### src/rtl/acq_pkg.sv
package acq_pkg;
  typedef enum logic [2:0] {
    MODE_POLL  = 3'b000,
    MODE_PACER = 3'b001,
    MODE_PRE   = 3'b011,
    MODE_POST  = 3'b100,
    MODE_MID   = 3'b101
  } acq_mode_e;

  typedef enum logic [2:0] {
    ST_IDLE,
    ST_RUN,
    ST_WAIT,
    ST_TAIL,
    ST_DONE
  } acq_state_e;

  localparam int STAT_W       = 8;
  localparam int STAT_READY   = 3;
  localparam int STAT_TRIG    = 4;
  localparam int STAT_MIDDONE = 5;
endpackage

### src/rtl/acq_trig_latch.sv
module acq_trig_latch (
  input  logic clk,
  input  logic rst,
  input  logic trig_i,
  input  logic accept_i,
  input  logic clr_i,
  output logic hit_o,
  output logic active_o
);
  logic prev_q;
  logic active_q;

  assign hit_o    = trig_i && !prev_q && accept_i && !active_q && !clr_i;
  assign active_o = active_q;

  always_ff @(posedge clk) begin
    if (rst) begin
      prev_q   <= 1'b0;
      active_q <= 1'b0;
    end else begin
      prev_q <= trig_i;
      if (clr_i)      active_q <= 1'b0;
      else if (hit_o) active_q <= 1'b1;
    end
  end


  trig_hold_chk: assert property (@(posedge clk) disable iff (rst)
    (active_q && !clr_i) |=> active_q);

  trig_clr_chk: assert property (@(posedge clk) disable iff (rst)
    clr_i |=> !active_q);
endmodule

### src/rtl/acq_down_cnt.sv
module acq_down_cnt #(
  parameter int W = 10
) (
  input  logic         clk,
  input  logic         rst,
  input  logic         load_i,
  input  logic [W-1:0] load_val_i,
  input  logic         dec_i,
  output logic [W-1:0] cnt_o,
  output logic         last_o
);
  localparam logic [W-1:0] ONE = W'(1);
  logic [W-1:0] cnt_q;

  always_ff @(posedge clk) begin
    if (rst)                      cnt_q <= '0;
    else if (load_i)              cnt_q <= load_val_i;
    else if (dec_i && cnt_q != 0) cnt_q <= cnt_q - ONE;
  end

  assign cnt_o  = cnt_q;
  assign last_o = (cnt_q == ONE);


  cnt_nowrap_chk: assert property (@(posedge clk) disable iff (rst)
    (!load_i && cnt_q == '0) |=> cnt_q == '0);
endmodule

### src/rtl/acq_sat_cnt.sv
module acq_sat_cnt #(
  parameter int W = 10
) (
  input  logic         clk,
  input  logic         rst,
  input  logic         clr_i,
  input  logic         inc_i,
  input  logic [W-1:0] limit_i,
  output logic [W-1:0] cnt_o
);
  localparam logic [W-1:0] ONE = W'(1);
  logic [W-1:0] cnt_q;

  always_ff @(posedge clk) begin
    if (rst)                           cnt_q <= '0;
    else if (clr_i)                    cnt_q <= '0;
    else if (inc_i && cnt_q < limit_i) cnt_q <= cnt_q + ONE;
  end

  assign cnt_o = cnt_q;


  sat_hold_chk: assert property (@(posedge clk) disable iff (rst)
    (!clr_i && cnt_q >= limit_i) |=> $stable(cnt_q));

  sat_clr_chk: assert property (@(posedge clk) disable iff (rst)
    clr_i |=> cnt_q == '0);
endmodule

### src/rtl/acq_trig_ctrl.sv
module acq_trig_ctrl
  import acq_pkg::*;
#(
  parameter int CNT_W = 10
) (
  input  logic              clk,
  input  logic              rst,
  input  logic              pacer_tick_i,
  input  logic              ext_trig_i,
  input  logic              poll_wr_i,
  input  logic              arm_wr_i,
  input  logic              halt_wr_i,
  input  logic              flag_clr_i,
  input  logic              conv_done_i,
  input  logic [2:0]        mode_i,
  input  logic [CNT_W-1:0]  total_cnt_i,
  input  logic [CNT_W-1:0]  tail_cnt_i,
  output logic              conv_start_o,
  output logic [STAT_W-1:0] status_o,
  output logic [CNT_W-1:0]  pre_valid_o
);
  acq_state_e st_q, st_d;
  logic conv_go, conv_q;
  logic rdy_q, pend_q, mid_end_q;
  logic trig_hit, trig_active, accept;
  logic cnt_load, cnt_last;
  logic [CNT_W-1:0] cnt_val, load_val;
  logic pre_inc;
  logic is_pre, is_post, is_mid, is_poll, is_pacer;
  logic mid_set;

  assign is_poll  = (mode_i == MODE_POLL);
  assign is_pacer = (mode_i == MODE_PACER);
  assign is_pre   = (mode_i == MODE_PRE);
  assign is_post  = (mode_i == MODE_POST);
  assign is_mid   = (mode_i == MODE_MID);

  assign accept = (st_q == ST_RUN && (is_pre || is_mid)) || (st_q == ST_WAIT);

  acq_trig_latch u_trig (
    .clk(clk), .rst(rst), .trig_i(ext_trig_i), .accept_i(accept),
    .clr_i(flag_clr_i), .hit_o(trig_hit), .active_o(trig_active)
  );

  acq_down_cnt #(.W(CNT_W)) u_tail (
    .clk(clk), .rst(rst), .load_i(cnt_load), .load_val_i(load_val),
    .dec_i(st_q == ST_TAIL && pacer_tick_i), .cnt_o(cnt_val), .last_o(cnt_last)
  );

  assign pre_inc = (st_q == ST_RUN) && is_pre && pacer_tick_i && !trig_hit;

  acq_sat_cnt #(.W(CNT_W)) u_pre (
    .clk(clk), .rst(rst), .clr_i(arm_wr_i), .inc_i(pre_inc),
    .limit_i(total_cnt_i), .cnt_o(pre_valid_o)
  );

  always_comb begin
    st_d     = st_q;
    conv_go  = 1'b0;
    cnt_load = 1'b0;
    load_val = is_mid ? tail_cnt_i : total_cnt_i;
    mid_set  = 1'b0;
    unique case (st_q)
      ST_RUN: begin
        conv_go = pacer_tick_i && !(is_pre && trig_hit);
        if (trig_hit) begin
          if (is_pre) st_d = ST_DONE;
          else if (tail_cnt_i == '0) begin
            st_d    = ST_DONE;
            mid_set = 1'b1;
          end else begin
            st_d     = ST_TAIL;
            cnt_load = 1'b1;
          end
        end
      end
      ST_WAIT: begin
        if (trig_hit) begin
          if (total_cnt_i == '0) st_d = ST_DONE;
          else begin
            st_d     = ST_TAIL;
            cnt_load = 1'b1;
          end
        end
      end
      ST_TAIL: begin
        conv_go = pacer_tick_i;
        if (pacer_tick_i && (cnt_last || cnt_val == '0)) begin
          st_d    = ST_DONE;
          mid_set = is_mid;
        end
      end
      default: ;
    endcase
    if (is_poll && poll_wr_i) conv_go = 1'b1;
    if (halt_wr_i) st_d = ST_IDLE;
    else if (arm_wr_i) begin
      if (is_pacer || is_pre || is_mid) st_d = ST_RUN;
      else if (is_post)                 st_d = ST_WAIT;
      else                              st_d = ST_IDLE;
    end
  end

  always_ff @(posedge clk) begin
    if (rst) begin
      st_q      <= ST_IDLE;
      conv_q    <= 1'b0;
      rdy_q     <= 1'b0;
      pend_q    <= 1'b0;
      mid_end_q <= 1'b0;
    end else begin
      st_q   <= st_d;
      conv_q <= conv_go;
      if (flag_clr_i) begin
        rdy_q  <= 1'b0;
        pend_q <= 1'b0;
      end else if (is_poll && poll_wr_i) begin
        rdy_q  <= 1'b0;
        pend_q <= 1'b1;
      end else if (conv_done_i && pend_q) begin
        rdy_q  <= 1'b1;
        pend_q <= 1'b0;
      end
      if (flag_clr_i || arm_wr_i) mid_end_q <= 1'b0;
      else if (mid_set)           mid_end_q <= 1'b1;
    end
  end

  assign conv_start_o = conv_q;
  always_comb begin
    status_o               = '0;
    status_o[STAT_READY]   = rdy_q;
    status_o[STAT_TRIG]    = trig_active;
    status_o[STAT_MIDDONE] = mid_end_q;
  end


  pacer_conv_chk: assert property (@(posedge clk) disable iff (rst)
    (is_pacer && st_q == ST_RUN && pacer_tick_i) |=> conv_start_o);

  done_quiet_chk: assert property (@(posedge clk) disable iff (rst)
    (st_q == ST_DONE && !is_poll) |=> !conv_start_o);

  wait_quiet_chk: assert property (@(posedge clk) disable iff (rst)
    (st_q == ST_WAIT && !is_poll) |=> !conv_start_o);

  mid_end_chk: assert property (@(posedge clk) disable iff (rst)
    $rose(mid_end_q) |-> $past(is_mid));

  rdy_rise_chk: assert property (@(posedge clk) disable iff (rst)
    $rose(rdy_q) |-> $past(conv_done_i));

  bad_mode_chk: assert property (@(posedge clk) disable iff (rst)
    (!(is_poll || is_pacer || is_pre || is_post || is_mid) &&
     $past(!(is_poll || is_pacer || is_pre || is_post || is_mid))) |-> !conv_start_o);
endmodule

### config.mk
export PLATFORM = sky130hd
export DESIGN_NAME = acq_trig_ctrl
export DESIGN_NICKNAME = d
export VERILOG_FILES = /design/src/rtl/acq_pkg.sv /design/src/rtl/acq_trig_latch.sv /design/src/rtl/acq_down_cnt.sv /design/src/rtl/acq_sat_cnt.sv /design/src/rtl/acq_trig_ctrl.sv
export SDC_FILE = /design/constraint.sdc
export NUM_CORES = 1
export LEC_CHECK = 0
export ABC_AREA = 0
export BUFFER_PORTS_ARGS = -buffer_cell sky130_fd_sc_hd__buf_4
export CAP_MARGIN = 0
export CORE_ASPECT_RATIO = 0.8
export CORE_MARGIN = 8
export CORE_UTILIZATION = 45
export CTS_CLUSTER_DIAMETER = 60
export CTS_CLUSTER_SIZE = 20
export DETAILED_ROUTE_END_ITERATION = 10
export PLACE_DENSITY = 0.71
export SLEW_MARGIN = 20
export SYNTH_ARGS = -nofsm -noshare
export SYNTH_HDL_FRONTEND = slang
export SYNTH_HIERARCHICAL = 1
export SYNTH_SLANG_ARGS = --single-unit
### constraint.sdc
create_clock -name clk -period 4 [get_ports clk]
set_clock_uncertainty 0.05 [all_clocks]
set_input_delay 0.6 -clock clk [delete_from_list [all_inputs] [get_ports clk]]
set_output_delay 0.6 -clock clk [all_outputs]
set_load 0.01 [all_outputs]
==> metrics, run 1 <==
DP Wirelength ~5000 microns; cell area after layout approximately 2800 sq um; clk slew on worst S/H paths 0.06 ns; RSZ-0062 raised after global routing false; Fmax approximately 360 MHz; final WL approximately 6200 microns; max cap viols 0; Post-Synth Simple-Gate Area 0.320; # setup viols final 0; post-synthesis adder-cell area fraction 0.0685; number of global-route vias before repair between 2000 and 2500; min Tclk post-route between 2 and 3 ns; Inst Count DP 370; total routing usage reported by global routing 0.163; Synth async-reset ratio 0; buffers added on ports between 40 and 50; Post-Route Utilization 0.554; Required @ worst endpoint ~4.2 ns; drt pass-1 iters 4; CP max FO 15; Residual DRC 0; CP startpoint kind flip-flop; H-tree depth 2; Slew Limit Headroom 0.365; Clock Tree Buf Depth 2; Leak approximately 1.1 nW; CP arrival between 2 and 3 ns; synthesized area per cell slightly below 9 sq um; hold path cells 1; Initial Utilization 0.468; Fin Hold WS 0.436 ns; Non-Filler Instances 377; yosys warns 6; multiplexer share of the synthesized area 0.0776; sequential area share after synthesis 0.247; Worst path slowest cell or4_1; cts repair resizes 0; layout cells sized above 1 0.302; DP Area around 2700 sq um; CORE AREA 5040 sq um; final worst path period share 0.697; hold_buf cts 0; Cell Chain, Critical Path inv_1 -> nand4_1 -> a21oi_1 -> nand3b_4 -> nor3_1 -> nor4_1 -> o2111ai_4 -> or4_1 -> a21oi_1; DRT antenna net count 0; clock latency on the worst-skew pair roughly 0.28 ns; Yosys reg bits 29; Num CTS Buffers 5; ant diodes 0; top sig layer met4; wire per inst 16.4 microns; synthesized area roughly 2400 sq um; Final Hold Viols 0; largest family of logic cells by synthesized area simple AND/OR/NAND/NOR gates; TritonCTS clock tree yes; Starting DRT DRC Count around 150; cell mode on critical path a21oi_1; pre-CTS setup slack between 0.9 and 1 ns; Top delay family on crit path simple AND/OR/NAND/NOR gates; root buffer cell clkbuf_8; CP bufs+invs 1; initial antenna violation count 0; Synth Area in Compound Gates 0.207; fin. max-slew vios 0; Worst Slack Setup Final 1.21 ns; # rows 23; first-pass GRT wire length approximately 11000 microns; DR vias roughly 2200; met1 wire length 3090 microns; Power Density roughly 220 nW/um^2; Post-Route Setup TNS 0 ns; synthesis-to-finish area growth 18.4%; detailed-routed wire length on met2 about 2600 microns; post-DR vias/cell 5.81; worst vdd ir 0.117 mV; worst slew pin tran around 0.95 ns; status finished, final reports clean; CP max stage delay around 0.58 ns; post-synthesis xor/xnor area fraction 0.0112; post-synthesis cell type count 70; Post-CTS Repair Setup Buffers 0; I/O Pins ~50; Met3 Wirelength about 470 microns; Yosys top cell by area dfxtp_1; Critical Setup Path Class reg2reg; critical path depth in cells 9; final net count between 300 and 400; Routability Congestion between 0.8 and 0.9; FF-to-FF path depth 9; Hold Crit Class reg2reg; full die area 7820 sq um; Critical Path Sink Type flip-flop; Top FF cell, synth dfxtp_1; top cells by area, synth dfxtp_1, ha_1, mux2_2, nor4_2, nor2_1; chip height 80.7 microns; Synth top area share 0.247; pin count of the biggest net entering global routing 26; total congestion overflow 0; DIE WIDTH 96.9 microns; Clock Sink Count 29; EDFF count, synth 0; Total Power between 600 and 700 uW; Post-Syn Instances 271
-- area by class of cell --
type / count / area (sq um)
flip-flops and latches: 29 / 581
clock buffers: 7 / 86.3
repair buffers: 46 / 345
fillers: 485 / 2250
inverters: 18 / 67.6
multi-input cells: 215 / 1630
well taps: 62 / 77.6
-- routing by layer --
metal  vias up  GRT usage
li1       1105          -
met1      1017      0.229
met2        62      0.233
met3         5     0.0454
met4         0     0.0551
met5         -          0
-- Yosys cell counts (2+ instances only) --
library cell  instances
a311oi_1              2
nand2b_1              4
inv_2                 3
a21oi_1              12
nor3_1                9
nor4_1                4
nand2_1              19
or3_1                 9
ha_1                 12
inv_1                15
o21ai_1               2
a211oi_1              8
a31oi_1               4
dfxtp_1              29
a211oi_2              3
nor2b_1               2
buf_4                 9
mux2i_1               7
nand4_1               7
nand3_1               4
o311ai_1              2
nor2_1               22
o21a_1                4
mux2_2               10
xnor2_1               2
or4_1                 4
or3_4                 3
nand3b_1              5
and2_2                2
o31ai_1               5
o21ai_0               3
nor4_2                7
-- cell families (layout without fill, tap and decap cells) --
group,Yosys count,after routing
and+or+nand+nor,117,117
AOI/OAI and AO/OA,60,60
buffers and inverters,31,71
DFF,29,29
muxes,17,17
adders and majority gates,13,13
xor gates and xnor gates,3,3
other,1,5
-- sequential cells by signal, summed over array words and instances (netlist names) --
register / count
u_pre/cnt_o: 10
u_tail/cnt_o: 10
st_q: 3
conv_start_o: 1
mid_end_q: 1
pend_q: 1
rdy_q: 1
u_trig/active_o: 1
u_trig/prev_q: 1
-- report_power, final --
group	total (mW)	switching [mW]	internal, mW	leakage, nW
Sequential	0.293	0.00241	0.291	0.234
Combinational	0.0887	0.0464	0.0422	0.792
Clock	0.244	0.107	0.136	0.0443
-- final timing paths --
check	endpoint	slack (ns)	start
max	u_pre/cnt_o[3]$_SDFFE_PP0P_	1.21	st_q[1]$_SDFFE_PP0P_
min reg2reg	mid_end_q$_SDFFE_PP0P_	0.44	mid_end_q$_SDFFE_PP0P_
min	mid_end_q$_SDFFE_PP0P_	0.44	mid_end_q$_SDFFE_PP0P_
max reg2reg	u_pre/cnt_o[3]$_SDFFE_PP0P_	1.21	st_q[1]$_SDFFE_PP0P_
-- layout by cell type (no fill, tap or decap), types with 7 or more instances in the layout --
| cell | count |
|---|---|
| nand2_1 | 19 |
| nand4_1 | 7 |
| nor4_2 | 7 |
| nor2_1 | 22 |
| dfxtp_1 | 29 |
| a21oi_1 | 12 |
| ha_1 | 12 |
| a211oi_1 | 8 |
| nor3_1 | 9 |
| mux2_2 | 10 |
| inv_1 | 15 |
| mux2i_1 | 7 |
| or3_1 | 9 |
| buf_4 | 46 |
Power figures use the tool's default switching activity.
==> inputs of run 2 (changes only) <==
PLACE_DENSITY = 0.74   (was 0.71)
clock period = 2.25 ns   (was 4 ns; I/O delays follow)
==> metrics, run 2 (synthesis gave the netlist of run 1 again) <==
initial antenna violation count 0 (unchanged); CORE AREA 5040 sq um (unchanged); wire per inst 16.8 microns (was 16.4 microns); post-DR vias/cell 5.90 (was 5.81); full die area 7820 sq um (unchanged); Post-Route Utilization 0.621 (was 0.554); ant diodes 0 (unchanged); Post-Route Setup TNS 0 ns (unchanged); DR vias 2409 (was 2189); I/O Pins 51 (unchanged); Initial Utilization 0.468 (unchanged); FF-to-FF path depth 10 (was 9); Slew Limit Headroom 0.606 (was 0.365); Leak 1.22 nW (was 1.07 nW); number of global-route vias before repair 2459 (was 2188); multi-input logic area 1750 sq um (was 1630 sq um); Critical Setup Path Class reg2reg (unchanged); CP startpoint kind flip-flop (unchanged); hold_buf cts 0 (unchanged); status finished, final reports clean (unchanged); Non-Filler Instances 408 (was 377); CP Capture Point u_pre/cnt_o[1]$_SDFFE_PP0P_ (was u_pre/cnt_o[3]$_SDFFE_PP0P_); fin. max-slew vios 0 (unchanged); worst slew pin tran 0.589 ns (was 0.949 ns); # setup viols final 0 (unchanged); clk slew on worst S/H paths 0.06 ns (about the same); min Tclk post-route 2.18 ns (was 2.79 ns); first-pass GRT wire length 11500 microns (was 10500 microns); Inst Count DP 398 (was 370); Fmax 459 MHz (was 359 MHz); buffers added on ports 45 (unchanged); final net count 391 (was 359); reg2reg end u_pre/cnt_o[1]$_SDFFE_PP0P_ (was u_pre/cnt_o[3]$_SDFFE_PP0P_); Routability Congestion 0.888 (was 0.856); # rows 23 (unchanged); TritonCTS clock tree yes (unchanged); Critical Path Sink Type flip-flop (unchanged); final WL 6870 microns (was 6190 microns); minimum setup slack among reg-to-reg paths 0.07 ns (was 1.21 ns); layout cells sized above 1 0.396 (was 0.302); Worst Slack Setup Final 0.0730 ns (was 1.21 ns); most frequent cells in the layout buf_4, dfxtp_1, nor2_1 (unchanged); root buffer cell clkbuf_8 (unchanged); worst setup path startpoint st_q[0]$_SDFFE_PP0P_ (was st_q[1]$_SDFFE_PP0P_); Hold Crit Class in2reg (was reg2reg); Final Hold Viols 0 (unchanged); final worst path period share 0.968 (was 0.697); chip height 80.7 microns (unchanged); pre-CTS setup slack -0.258 ns (was 0.955 ns); Num CTS Buffers 5 (unchanged); max cap viols 0 (unchanged); leading cell type in the layout, fill and taps excluded buf_4 (unchanged); total routing usage reported by global routing 0.176 (was 0.163); Filler Cell Count 451 (was 485); Seq. cell area 586 sq um (was 581 sq um); H-tree depth 2 (unchanged); synthesis-to-finish area growth 32.8% (was 18.4%); DIE WIDTH 96.9 microns (unchanged); total congestion overflow 0 (unchanged); CP arrival 2.31 ns (was 2.95 ns); hold path cells 2 (was 1); drt pass-1 iters 4 (unchanged); Starting DRT DRC Count 143 (was 149); Clock Sink Count 29 (unchanged); DP Wirelength 5190 microns (was 4930 microns); pin count of the biggest net entering global routing 26 (unchanged); Clock Tree Buf Depth 2 (unchanged); clock latency on the worst-skew pair 0.28 ns (about the same); CP max FO 6 (was 15); Required @ worst endpoint 2.38 ns (was 4.16 ns); Residual DRC 0 (unchanged); worst vdd ir 0.298 mV (was 0.117 mV); Power Density 351 nW/um^2 (was 224 nW/um^2); DRT antenna net count 0 (unchanged); worst r2r src st_q[0]$_SDFFE_PP0P_ (was st_q[1]$_SDFFE_PP0P_)
## run 2: through the flow
step	total power [mW]	area, sq um	hold WS (ns)
final	1.10	3130	0.225
after global routing	1.14	3130	0.216
after CTS	1.10	3050	0.219
after detailed placement	0.708	2930	0.440
after global placement	0.706	2930	0.438
after floorplan	0.614	2390	0.352
## run 2: worst min path at each step
stage | from | end
2_1_floorplan | rst | pend_q$_SDFFE_PP0P_
3_3_place_gp | pend_q$_SDFFE_PP0P_ | pend_q$_SDFFE_PP0P_
3_5_place_dp | pend_q$_SDFFE_PP0P_ | pend_q$_SDFFE_PP0P_
4_1_cts | flag_clr_i | u_trig/active_o$_SDFFE_PP0P_
5_1_grt | flag_clr_i | u_trig/active_o$_SDFFE_PP0P_
6_report | flag_clr_i | u_trig/active_o$_SDFFE_PP0P_
## run 2: cell type report
| type | count | area share |
|---|---|---|
| clock buffer | 5 | 0.0220 |
| clock inverter | 1 | 0.00160 |
| inverter | 18 | 0.0216 |
| multi-input combinational | 216 | 0.558 |
| sequential | 29 | 0.187 |
| tap | 62 | 0.0248 |
| timing repair buffer | 77 | 0.185 |
## run 2: power by group
| part | internal (mW) | total, mW | switching (mW) |
|---|---|---|---|
| sequential | 0.517 | 0.520 | 0.00369 |
| combinational | 0.0907 | 0.182 | 0.0916 |
| clock | 0.203 | 0.395 | 0.192 |
| total | 0.810 | 1.10 | 0.287 |
## run 2: per-layer routing
metal / track usage / part of all wire
met1: 0.227 / 0.48
met2: 0.271 / 0.43
met3: 0.0471 / 0.075
met4: 0.0750 / 0.015
met5: 0 / 0
## run 2: what timing repair did
action / 4_1_cts / 5_1_grt
buffers inserted: 2 / 1
setup endpoints to repair: 4 / 11
pin swaps: 2 / 5
resized for setup: 2 / 12
hold endpoints to repair: 0 / 0
gates cloned: 1 / 0
## run 2: critical path, stage by stage (launching register included)
cell and delay [ns]:
dfxtp_4 0.37, nand2b_1 0.13, a21oi_1 0.10, nand3b_4 0.10
nor3_4 0.06, nor4_4 0.37, buf_4 0.19, o2111ai_4 0.18
buf_4 0.21, o21a_1 0.17, o21a_1 0.16
